===== src/rtl/gpio_tl_pkg.sv =====
package gpio_tl_pkg;
    localparam int unsigned PORT_W = 8;
    localparam int unsigned HALF_W = 4;
    localparam int unsigned N_HALF = PORT_W / HALF_W;
    localparam int unsigned IDX_W  = $clog2(PORT_W);

    localparam logic [3:0] OFS_DATA  = 4'd0;
    localparam logic [3:0] OFS_CTRL  = 4'd4;
    localparam logic [3:0] OFS_FUNC  = 4'd5;
    localparam logic [3:0] OFS_DRIVE = 4'd6;
    localparam logic [3:0] OFS_DIR   = 4'd7;

    localparam int unsigned ALT_A_PIN = 6;
    localparam int unsigned ALT_B_PIN = 4;

    typedef enum logic [1:0] {
        EV_HALF = 2'b00,
        EV_TA1  = 2'b01,
        EV_TB1  = 2'b10,
        EV_TB2  = 2'b11
    } ev_sel_e;

    typedef struct packed {
        logic [PORT_W-1:0] pre;
        logic [PORT_W-1:0] dir;
        logic [PORT_W-1:0] od;
        logic              fn_a;
        logic              fn_b;
        ev_sel_e           sel_hi;
        ev_sel_e           sel_lo;
    } cfg_t;
endpackage


===== src/rtl/gpio_tl_regs.sv =====
module gpio_tl_regs
    import gpio_tl_pkg::*;
#(
    parameter int unsigned       ADDR_W = 8,
    parameter logic [ADDR_W-1:0] BASE   = 'h60
) (
    input  logic              clk,
    input  logic              rst_n,
    input  logic [ADDR_W-1:0] addr,
    input  logic              wr,
    input  logic [PORT_W-1:0] wdata,
    output cfg_t              cfg_q
);
    logic       hit;
    logic [3:0] ofs;
    cfg_t       cfg_d;

    assign hit = (addr[ADDR_W-1:4] == BASE[ADDR_W-1:4]);
    assign ofs = addr[3:0];

    always_comb begin
        cfg_d = cfg_q;
        if (wr && hit) begin
            if (ofs[3]) begin
                cfg_d.pre[ofs[IDX_W-1:0]] = wdata[ofs[IDX_W-1:0]];
            end else begin
                case (ofs)
                    OFS_DATA:  cfg_d.pre = wdata;
                    OFS_CTRL: begin
                        cfg_d.sel_lo = ev_sel_e'(wdata[1:0]);
                        cfg_d.sel_hi = ev_sel_e'(wdata[5:4]);
                    end
                    OFS_FUNC: begin
                        cfg_d.fn_a = wdata[ALT_A_PIN];
                        cfg_d.fn_b = wdata[ALT_B_PIN];
                    end
                    OFS_DRIVE: cfg_d.od  = wdata;
                    OFS_DIR:   cfg_d.dir = wdata;
                    default:   ;
                endcase
            end
        end
    end

    always_ff @(posedge clk) begin
        if (!rst_n) begin
            cfg_q <= '0;
        end else begin
            cfg_q <= cfg_d;
        end
    end

    // direction is clear on the first cycle out of reset
    p_reset_dir_r1: assert property (@(posedge clk)
        $rose(rst_n) |-> (cfg_q.dir == '0 && cfg_q.sel_lo == EV_HALF && cfg_q.sel_hi == EV_HALF));

    // a bit-register write changes at most one preload bit
    p_bitwrite_single_r6: assert property (@(posedge clk) disable iff (!rst_n)
        (wr && hit && ofs[3]) |=> ($countones(cfg_q.pre ^ $past(cfg_q.pre)) <= 1));
endmodule


===== src/rtl/gpio_tl_half.sv =====
module gpio_tl_half
    import gpio_tl_pkg::*;
(
    input  logic              clk,
    input  logic              rst_n,
    input  ev_sel_e           sel,
    input  logic [3:0]        ev_src,
    input  logic [HALF_W-1:0] pre,
    output logic [HALF_W-1:0] out_q
);
    logic              ev;
    logic [HALF_W-1:0] out_d;

    always_comb begin
        ev    = ev_src[sel];
        out_d = ev ? pre : out_q;
    end

    always_ff @(posedge clk) begin
        if (!rst_n) begin
            out_q <= '0;
        end else begin
            out_q <= out_d;
        end
    end

    // output half holds when its event is absent
    p_hold_r3: assert property (@(posedge clk) disable iff (!rst_n)
        !ev |=> $stable(out_q));
    // on an event the half takes the preload seen at that edge
    p_load_r3: assert property (@(posedge clk) disable iff (!rst_n)
        ev |=> (out_q == $past(pre)));
endmodule


===== src/rtl/gpio_tl_pins.sv =====
module gpio_tl_pins
    import gpio_tl_pkg::*;
(
    input  logic [PORT_W-1:0] out_q,
    input  logic [PORT_W-1:0] dir,
    input  logic [PORT_W-1:0] od,
    input  logic              fn_a,
    input  logic              fn_b,
    input  logic              alt_a,
    input  logic              alt_b,
    output logic [PORT_W-1:0] pin_out,
    output logic [PORT_W-1:0] pin_oe
);
    for (genvar i = 0; i < PORT_W; i++) begin : g_pin
        logic val;
        if (i == ALT_A_PIN) begin : g_alt_a
            assign val = fn_a ? alt_a : out_q[i];
        end else if (i == ALT_B_PIN) begin : g_alt_b
            assign val = fn_b ? alt_b : out_q[i];
        end else begin : g_plain
            assign val = out_q[i];
        end
        assign pin_out[i] = val & ~od[i];
        assign pin_oe[i]  = dir[i] & (~od[i] | ~val);
    end
endmodule


===== src/rtl/gpio_tl_port.sv =====
module gpio_tl_port
    import gpio_tl_pkg::*;
#(
    parameter int unsigned ADDR_W      = 8,
    parameter logic [ADDR_W-1:0] BASE  = 'h60,
    parameter int unsigned SYNC_STAGES = 2
) (
    input  logic              clk,
    input  logic              rst_n,
    input  logic [ADDR_W-1:0] bus_addr,
    input  logic              bus_wr,
    input  logic [7:0]        bus_wdata,
    output logic [7:0]        bus_rdata,
    input  logic              tmr_a1,
    input  logic              tmr_b1,
    input  logic              tmr_b2,
    input  logic              alt_tx_a,
    input  logic              alt_tx_b,
    input  logic [7:0]        pin_in,
    output logic [7:0]        pin_out,
    output logic [7:0]        pin_oe
);
    typedef struct packed {
        logic                                half;
        logic [SYNC_STAGES-1:0][PORT_W-1:0]  sync;
    } core_t;

    core_t             core_d, core_q;
    cfg_t              cfg;
    logic [3:0]        ev_src;
    logic [PORT_W-1:0] out_q;

    gpio_tl_regs #(.ADDR_W(ADDR_W), .BASE(BASE)) u_regs (
        .clk   (clk),
        .rst_n (rst_n),
        .addr  (bus_addr),
        .wr    (bus_wr),
        .wdata (bus_wdata),
        .cfg_q (cfg)
    );

    always_comb begin
        core_d      = core_q;
        core_d.half = ~core_q.half;
        core_d.sync[0] = pin_in;
        for (int s = 1; s < SYNC_STAGES; s++) begin
            core_d.sync[s] = core_q.sync[s-1];
        end
    end

    always_ff @(posedge clk) begin
        if (!rst_n) begin
            core_q <= '0;
        end else begin
            core_q <= core_d;
        end
    end

    assign ev_src = {tmr_b2, tmr_b1, tmr_a1, core_q.half};

    for (genvar h = 0; h < N_HALF; h++) begin : g_half
        gpio_tl_half u_half (
            .clk    (clk),
            .rst_n  (rst_n),
            .sel    ((h == 0) ? cfg.sel_lo : cfg.sel_hi),
            .ev_src (ev_src),
            .pre    (cfg.pre[h*HALF_W +: HALF_W]),
            .out_q  (out_q[h*HALF_W +: HALF_W])
        );
    end

    gpio_tl_pins u_pins (
        .out_q   (out_q),
        .dir     (cfg.dir),
        .od      (cfg.od),
        .fn_a    (cfg.fn_a),
        .fn_b    (cfg.fn_b),
        .alt_a   (alt_tx_a),
        .alt_b   (alt_tx_b),
        .pin_out (pin_out),
        .pin_oe  (pin_oe)
    );

    assign bus_rdata = (bus_addr == (BASE | ADDR_W'(OFS_DATA)))
                     ? core_q.sync[SYNC_STAGES-1] : '0;

    // the half-rate enable alternates every cycle once out of reset
    p_half_toggles_r5: assert property (@(posedge clk) disable iff (!rst_n)
        1'b1 |=> (core_q.half != $past(core_q.half)));
endmodule


===== config.mk =====
export PLATFORM = sky130hd
export DESIGN_NAME = gpio_tl_port
export DESIGN_NICKNAME = d
export VERILOG_FILES = /design/src/rtl/gpio_tl_pkg.sv /design/src/rtl/gpio_tl_regs.sv /design/src/rtl/gpio_tl_half.sv /design/src/rtl/gpio_tl_pins.sv /design/src/rtl/gpio_tl_port.sv
export SDC_FILE = /design/constraint.sdc
export NUM_CORES = 1
export LEC_CHECK = 0
export BUFFER_PORTS_ARGS = -buffer_cell sky130_fd_sc_hd__buf_2
export CAP_MARGIN = 10
export CORE_MARGIN = 2
export CORE_UTILIZATION = 41
export CTS_BUF_LIST = sky130_fd_sc_hd__clkbuf_16
export CTS_CLUSTER_SIZE = 10
export DETAILED_ROUTE_END_ITERATION = 10
export PLACE_DENSITY = 0.73
export SLEW_MARGIN = 20
export SYNTH_ARGS = -nofsm -noshare
export SYNTH_HDL_FRONTEND = slang
export SYNTH_HIERARCHICAL = 1
export SYNTH_SLANG_ARGS = --single-unit

===== constraint.sdc =====
create_clock -name clk -period 1.7 [get_ports clk]
set_clock_uncertainty 0.1 [all_clocks]
set_input_delay 0.255 -clock clk [delete_from_list [all_inputs] [get_ports clk]]
set_output_delay 0.255 -clock clk [all_outputs]
set_load 0.1 [all_outputs]

==> flow_metrics.py, run 1 <==
metrics = {
    "global_route": {
        "antenna_found_initial": 0,
        "grt_start_max_net_pins": 38,
        "track_usage_pct": 15.8,
        "grt_pass1_wl_mm": 8.24,
        "grt_pass1_vias": 1840,
        "grt_overflow_total": 0,
    },
    "floorplan": {
        "num_rows": 28,
        "dieArea_sq_um": 6780,
        "ios": 56,
        "die-height_um": 82.4,
        "core_area_sq_um": 5920,
        "start_util_pct": 42.5,
        "die_w_um": 82.4,
    },
    "logic_synthesis": {
        "ys.flop_type": "dfxtp_1",
        "synthCells": 247,
        "syn_area_sq_um": 2520,
        "yosys_register_bits": 55,
        "yosysUniqueCellTypes": 41,
        "synth_edf_count": 0,
        "yosys_warnings": 6,
        "synthesis.nets": 279,
        "yosysSeqAreaShare_pct": 43.7,
        "avgSynthCellArea_sq_um": 10.2,
        "async_reset_ff_share_pct": 0,
    },
    "sta": {
        "setup_viol": 8,
        "fin_crit_ns": 1.83,
        "tightest_slew_ns": 0.489,
        "rsz0062_at_grt": "true",
        "fin_crit_sh_pct": 108,
        "slew_viol_final": 0,
        "finalHoldViolCount": 0,
        "clock.fmax_mhz": 547,
        "slew_headroom_pct": 67.6,
        "layout_setup_ws_ns": -0.130,
    },
    "clocking": {
        "clock_sinks": 55,
        "hold_buffers": 0,
        "cts_setup_buffers": 0,
        "tritoncts": "built",
        "insertion_delay_ns": 0.28,
        "htree_levels": 2,
        "clk_pin_slew_ns": 0.06,
        "clock_path_buffers": 2,
        "root_buffer": "clkbuf_16",
        "cts_made_buffers": 5,
    },
    "detailed_routing": {
        "routedWlPerCell_um": 13.0,
        "firstDrtPassIters": 4,
        "vias": 1894,
        "postRouteAntennaNets": 0,
        "wl_mm": 5.08,
        "route.detailed.drc": 0,
        "vias_per_cell": 4.86,
        "drtIter0Drc": 85,
    },
    "placed_design": {
        "place_area_sq_um": 3210,
        "place_inst": 382,
        "pre_cts_ws_ns": -0.159,
        "dp_hpwl_mm": 3.83,
        "place_congestion": 0.740,
        "portBuffers": 55,
    },
    "cells_and_area": {
        "final_util_pct": 57.0,
        "mostFrequentLayoutCell": "dfxtp_1",
        "antennaDiodeCount": 0,
        "mostFrequentLayoutCells": "dfxtp_1 (55), buf_2 (43), mux2i_1 (38), nand2_1 (38), buf_4 (17)",
        "area_growth_pct": 34.0,
        "drive_gt1_share_pct": 38.7,
        "nets": 346,
        "fin_area_sq_um": 3370,
        "stdcell_count": 390,
    },
    "power_and_ir_drop": {
        "powerDensity_nw_per_um2": 746,
        "p_leak_nw": 1.45,
        "fin_total_pwr_mw": 2.52,
        "peakVddDrop_uv": 496,
    },
    "worst_hold_path": {
        "hold_class": "in -> reg",
    },
    "worst_setup_path": {
        "crit_fanout": 8,
        "cp-start-kind": "input port",
        "crit_type": "in -> out",
        "cp-end-kind": "output pin",
        "crit_arrival_ns": 1.47,
        "required_ns": 1.34,
    },
    "outcome": {
        "violations": "setup timing",
        "status": "finished with violations",
    },
    "run": {
        "drv_cap": 0,
    },
}
-- area by class of cell --
cell class / count / area (sq um)
fill: 499 / 2550
multi-input combinational: 165 / 1380
sequential: 55 / 1100
timing repair buffer: 74 / 606
clock buffer: 5 / 125
tap: 75 / 93.8
inverter: 13 / 48.8
clock inverter: 3 / 20.0
-- synthesized netlist by cell type (4+ instances only) --
library cell	n	share of area, %
nand2_1	38	5.7
and2_1	16	4.0
nor3_2	8	3.2
dfxtp_1	55	44
a21boi_0	6	1.8
nor2b_1	15	3.7
clkbuf_1	4	0.60
buf_2	4	0.80
inv_1	13	1.9
buf_6	4	1.8
mux2i_1	39	16
nor2_1	4	0.60
-- worst max-delay path: stages --
cell and delay [ns]:
buf_6 0.09, or4b_4 0.68, nor3_4 0.25, buf_12 0.20
-- cells by family (layout without fill, tap and decap cells) --
group	after synthesis	in the layout	share of synthesized area [%]
AOI/OAI and AO/OA	15	15	5.67
and+or+nand+nor	106	106	26.7
DFF	55	55	43.7
buffers and inverters	27	95	5.57
muxes	41	41	17.3
xor gates and xnor gates	3	3	1.04
-- power breakdown --
| group | switching (mW) | internal, mW | total (mW) |
|---|---|---|---|
| Clock | 0.437 | 0.543 | 0.979 |
| Combinational | 0.125 | 0.0999 | 0.225 |
| Sequential | 0.00533 | 1.31 | 1.31 |
-- repair_timing --
| action | in CTS | in global routing |
|---|---|---|
| pin swaps | 2 | 0 |
| endpoints found under the setup margin | 8 | 9 |
| resized for setup | 2 | 1 |
| endpoints found under the hold margin | 0 | 0 |
-- metrics by stage --
step | TNS, ns | hold WS [ns]
finish | -1.01 | 0.0696
global route | -1.33 | 0.0621
CTS | -1.09 | 0.0666
detailed placement | -1.94 | 0.322
global placement | -1.52 | 0.317
floorplan | -3.23 | 0.277
-- metal layers --
layer  wire (um)  up-vias  share of wire, %  track usage [%]
met5           0        -                 0                0
met4          34        0              0.67             4.50
met3         153        2               3.0             3.04
met2        2360       34                46             25.5
met1        2530      881                50             21.4
li1            -      977                 -                -
-- registers in the layout (all words and copies together) (netlist names) --
| name | flops |
|---|---|
| core_d | 8 |
| u_regs/cfg_q | 30 |
| g_half.u_half/out_q | 8 |
| core_q | 9 |
-- final timing paths --
path                                                   start                                endpoint  slack (ns)  cells past startpoint
worst max-delay path                             bus_addr[7]                            bus_rdata[4]       -0.13                      4
worst min-delay path                               pin_in[3]                   core_d[11]$_SDFF_PN0_        0.07                      2
worst max register to register  u_regs/cfg_q[0]$_SDFFE_PN0P_  g_half[0].u_half/out_q[1]$_SDFFE_PN0P_        0.29                      3
worst min register to register         core_d[14]$_SDFF_PN0_                   core_q[14]$_SDFF_PN0_        0.33                      1
Note: power is estimated with default switching activity, not from simulation.
==> run 2, diff against run 1 <==
--- a/config.mk
+++ b/config.mk
@@ -9,9 +9,9 @@
 export CAP_MARGIN = 10
 export CORE_MARGIN = 2
-export CORE_UTILIZATION = 41
+export CORE_UTILIZATION = 53
 export CTS_BUF_LIST = sky130_fd_sc_hd__clkbuf_16
 export CTS_CLUSTER_SIZE = 10
 export DETAILED_ROUTE_END_ITERATION = 10
-export PLACE_DENSITY = 0.73
+export PLACE_DENSITY_LB_ADDON = 0.25
 export SLEW_MARGIN = 20
 export SYNTH_ARGS = -nofsm -noshare
==> constraint.sdc (replaced) <==
create_clock -name clk -period 1.7 [get_ports clk]
set_clock_uncertainty 0.1 [all_clocks]
set_input_delay 0 -clock clk [delete_from_list [all_inputs] [get_ports clk]]
set_output_delay 0 -clock clk [all_outputs]
set_load 0.1 [all_outputs]
==> flow_metrics.py, run 2 (synthesized netlist as in run 1, its figures left out) <==
metrics = {
    "cells_and_area": {
        "mostFrequentLayoutCells": "dfxtp_1 (55), buf_2 (47), mux2i_1 (39)",
        "area_growth_pct": 31.8,
        "mostFrequentLayoutCell": "dfxtp_1",
        "antennaDiodeCount": 0,
        "fin_area_sq_um": 3320,
        "final.fill_count": 344,
        "top_register": "u_regs/cfg_q",
        "drive_gt1_share_pct": 33.1,
        "stdcell_count": 374,
        "largestRegisters": "u_regs/cfg_q: 30 flops, core_q: 9 flops",
        "largest_register_ffs": 30,
        "multiInputGateArea_sq_um": 1320,
        "register_area_sq_um": 1100,
        "nets": 351,
    },
    "detailed_routing": {
        "vias": 1907,
        "postRouteAntennaNets": 0,
        "drtIter0Drc": 80,
        "vias_per_cell": 5.10,
        "routedWlPerCell_um": 13.4,
        "firstDrtPassIters": 4,
        "route.detailed.drc": 0,
        "wl_mm": 5.01,
    },
    "placed_design": {
        "pre_cts_ws_ns": 0.172,
        "place_area_sq_um": 3010,
        "place_inst": 350,
        "portBuffers": 55,
        "place_congestion": 0.804,
        "dp_hpwl_mm": 3.37,
    },
    "power_and_ir_drop": {
        "powerDensity_nw_per_um2": 762,
        "p_leak_nw": 1.34,
        "peakVddDrop_uv": 739,
        "fin_total_pwr_mw": 2.53,
    },
    "worst_hold_path": {
        "worstHoldStart": "bus_addr[6]",
        "hold_class": "in -> reg",
    },
    "floorplan": {
        "num_rows": 25,
        "die_w_um": 72.9,
        "die-height_um": 72.9,
        "dieArea_sq_um": 5320,
        "start_util_pct": 54.0,
        "core_area_sq_um": 4660,
        "ios": 56,
    },
    "sta": {
        "finalHoldViolCount": 0,
        "slew_viol_final": 0,
        "clock.fmax_mhz": 642,
        "setup_viol": 0,
        "finalSetupTns_ns": 0,
        "fin_crit_ns": 1.56,
        "fin_crit_sh_pct": 91.6,
        "rsz0062_at_grt": "false",
        "layout_setup_ws_ns": 0.143,
        "tightest_slew_ns": 0.490,
        "slew_headroom_pct": 67.6,
    },
    "outcome": {
        "status": "finished clean",
    },
    "clocking": {
        "cts_made_buffers": 5,
        "clk_pin_slew_ns": 0.07,
        "cts_setup_buffers": 0,
        "tritoncts": "built",
        "clock_sinks": 55,
        "insertion_delay_ns": 0.29,
        "clock_path_buffers": 2,
        "cts_resized": 0,
        "htree_levels": 2,
        "root_buffer": "clkbuf_16",
    },
    "global_route": {
        "grt_pass1_vias": 1807,
        "antenna_found_initial": 0,
        "grt_overflow_total": 0,
        "track_usage_pct": 20.4,
        "grt_start_max_net_pins": 64,
        "grt_pass1_wl_mm": 8.34,
    },
    "worst_setup_path": {
        "crit_fanout": 2,
        "r2r_start": "u_regs/cfg_q[0]$_SDFFE_PN0P_",
        "required_ns": 1.60,
        "crit_arrival_ns": 1.46,
        "cp-start-kind": "register",
        "startpoint": "u_regs/cfg_q[4]$_SDFFE_PN0P_",
        "cp-end-kind": "output pin",
        "crit_type": "reg -> out",
    },
    "run": {
        "drv_cap": 0,
    },
}
## run 2: path summary, 6_finish.rpt
check	cells after the start	slack [ns]	end
setup / recovery	3	0.14	pin_oe[4]
hold reg to reg	1	0.34	core_q[11]$_SDFF_PN0_
setup reg to reg	3	0.28	g_half[0].u_half/out_q[1]$_SDFFE_PN0P_
hold / removal	4	0.08	u_regs/cfg_q[25]$_SDFFE_PN0P_
## run 2: repair_timing
| item | 4_1_cts | 5_1_grt |
|---|---|---|
| endpoints found under the setup margin | 0 | 0 |
| endpoints found under the hold margin | 35 | 0 |
| hold buffers | 16 | 0 |
## run 2: per-stage QoR
stage	utilization (%)	hold slack (ns)
2_1_floorplan	-	0.0217
3_3_place_gp	64.6	0.105
3_5_place_dp	64.6	0.110
4_1_cts	71.2	0.0772
5_1_grt	71.2	0.100
6_report	71.2	0.0777
## run 2: area by class of cell
class	instances	share of cell area, %
clock buffer	5	3.77
multi-input combinational	165	39.6
sequential	55	33.2
clock inverter	3	0.603
tap	54	2.04
timing repair buffer	79	19.3
inverter	13	1.47
## run 2: power by group
part	switching, mW	internal [mW]
clock	0.446	0.543
sequential	0.00573	1.31
combinational	0.119	0.105
total	0.571	1.96
## run 2: critical path: stages (launching register included)
cell	delay [ns]
dfxtp_1	0.34
mux2i_1	0.27
o21a_1	0.14
buf_2	0.41
## run 2: metal layers
layer | GRT usage, % | vias up | wire [um]
met5 | 0 | - | 0
met4 | 6.17 | 0 | 70
met3 | 4.70 | 7 | 230
met2 | 32.7 | 50 | 2340
met1 | 27.7 | 867 | 2370
li1 | - | 983 | -
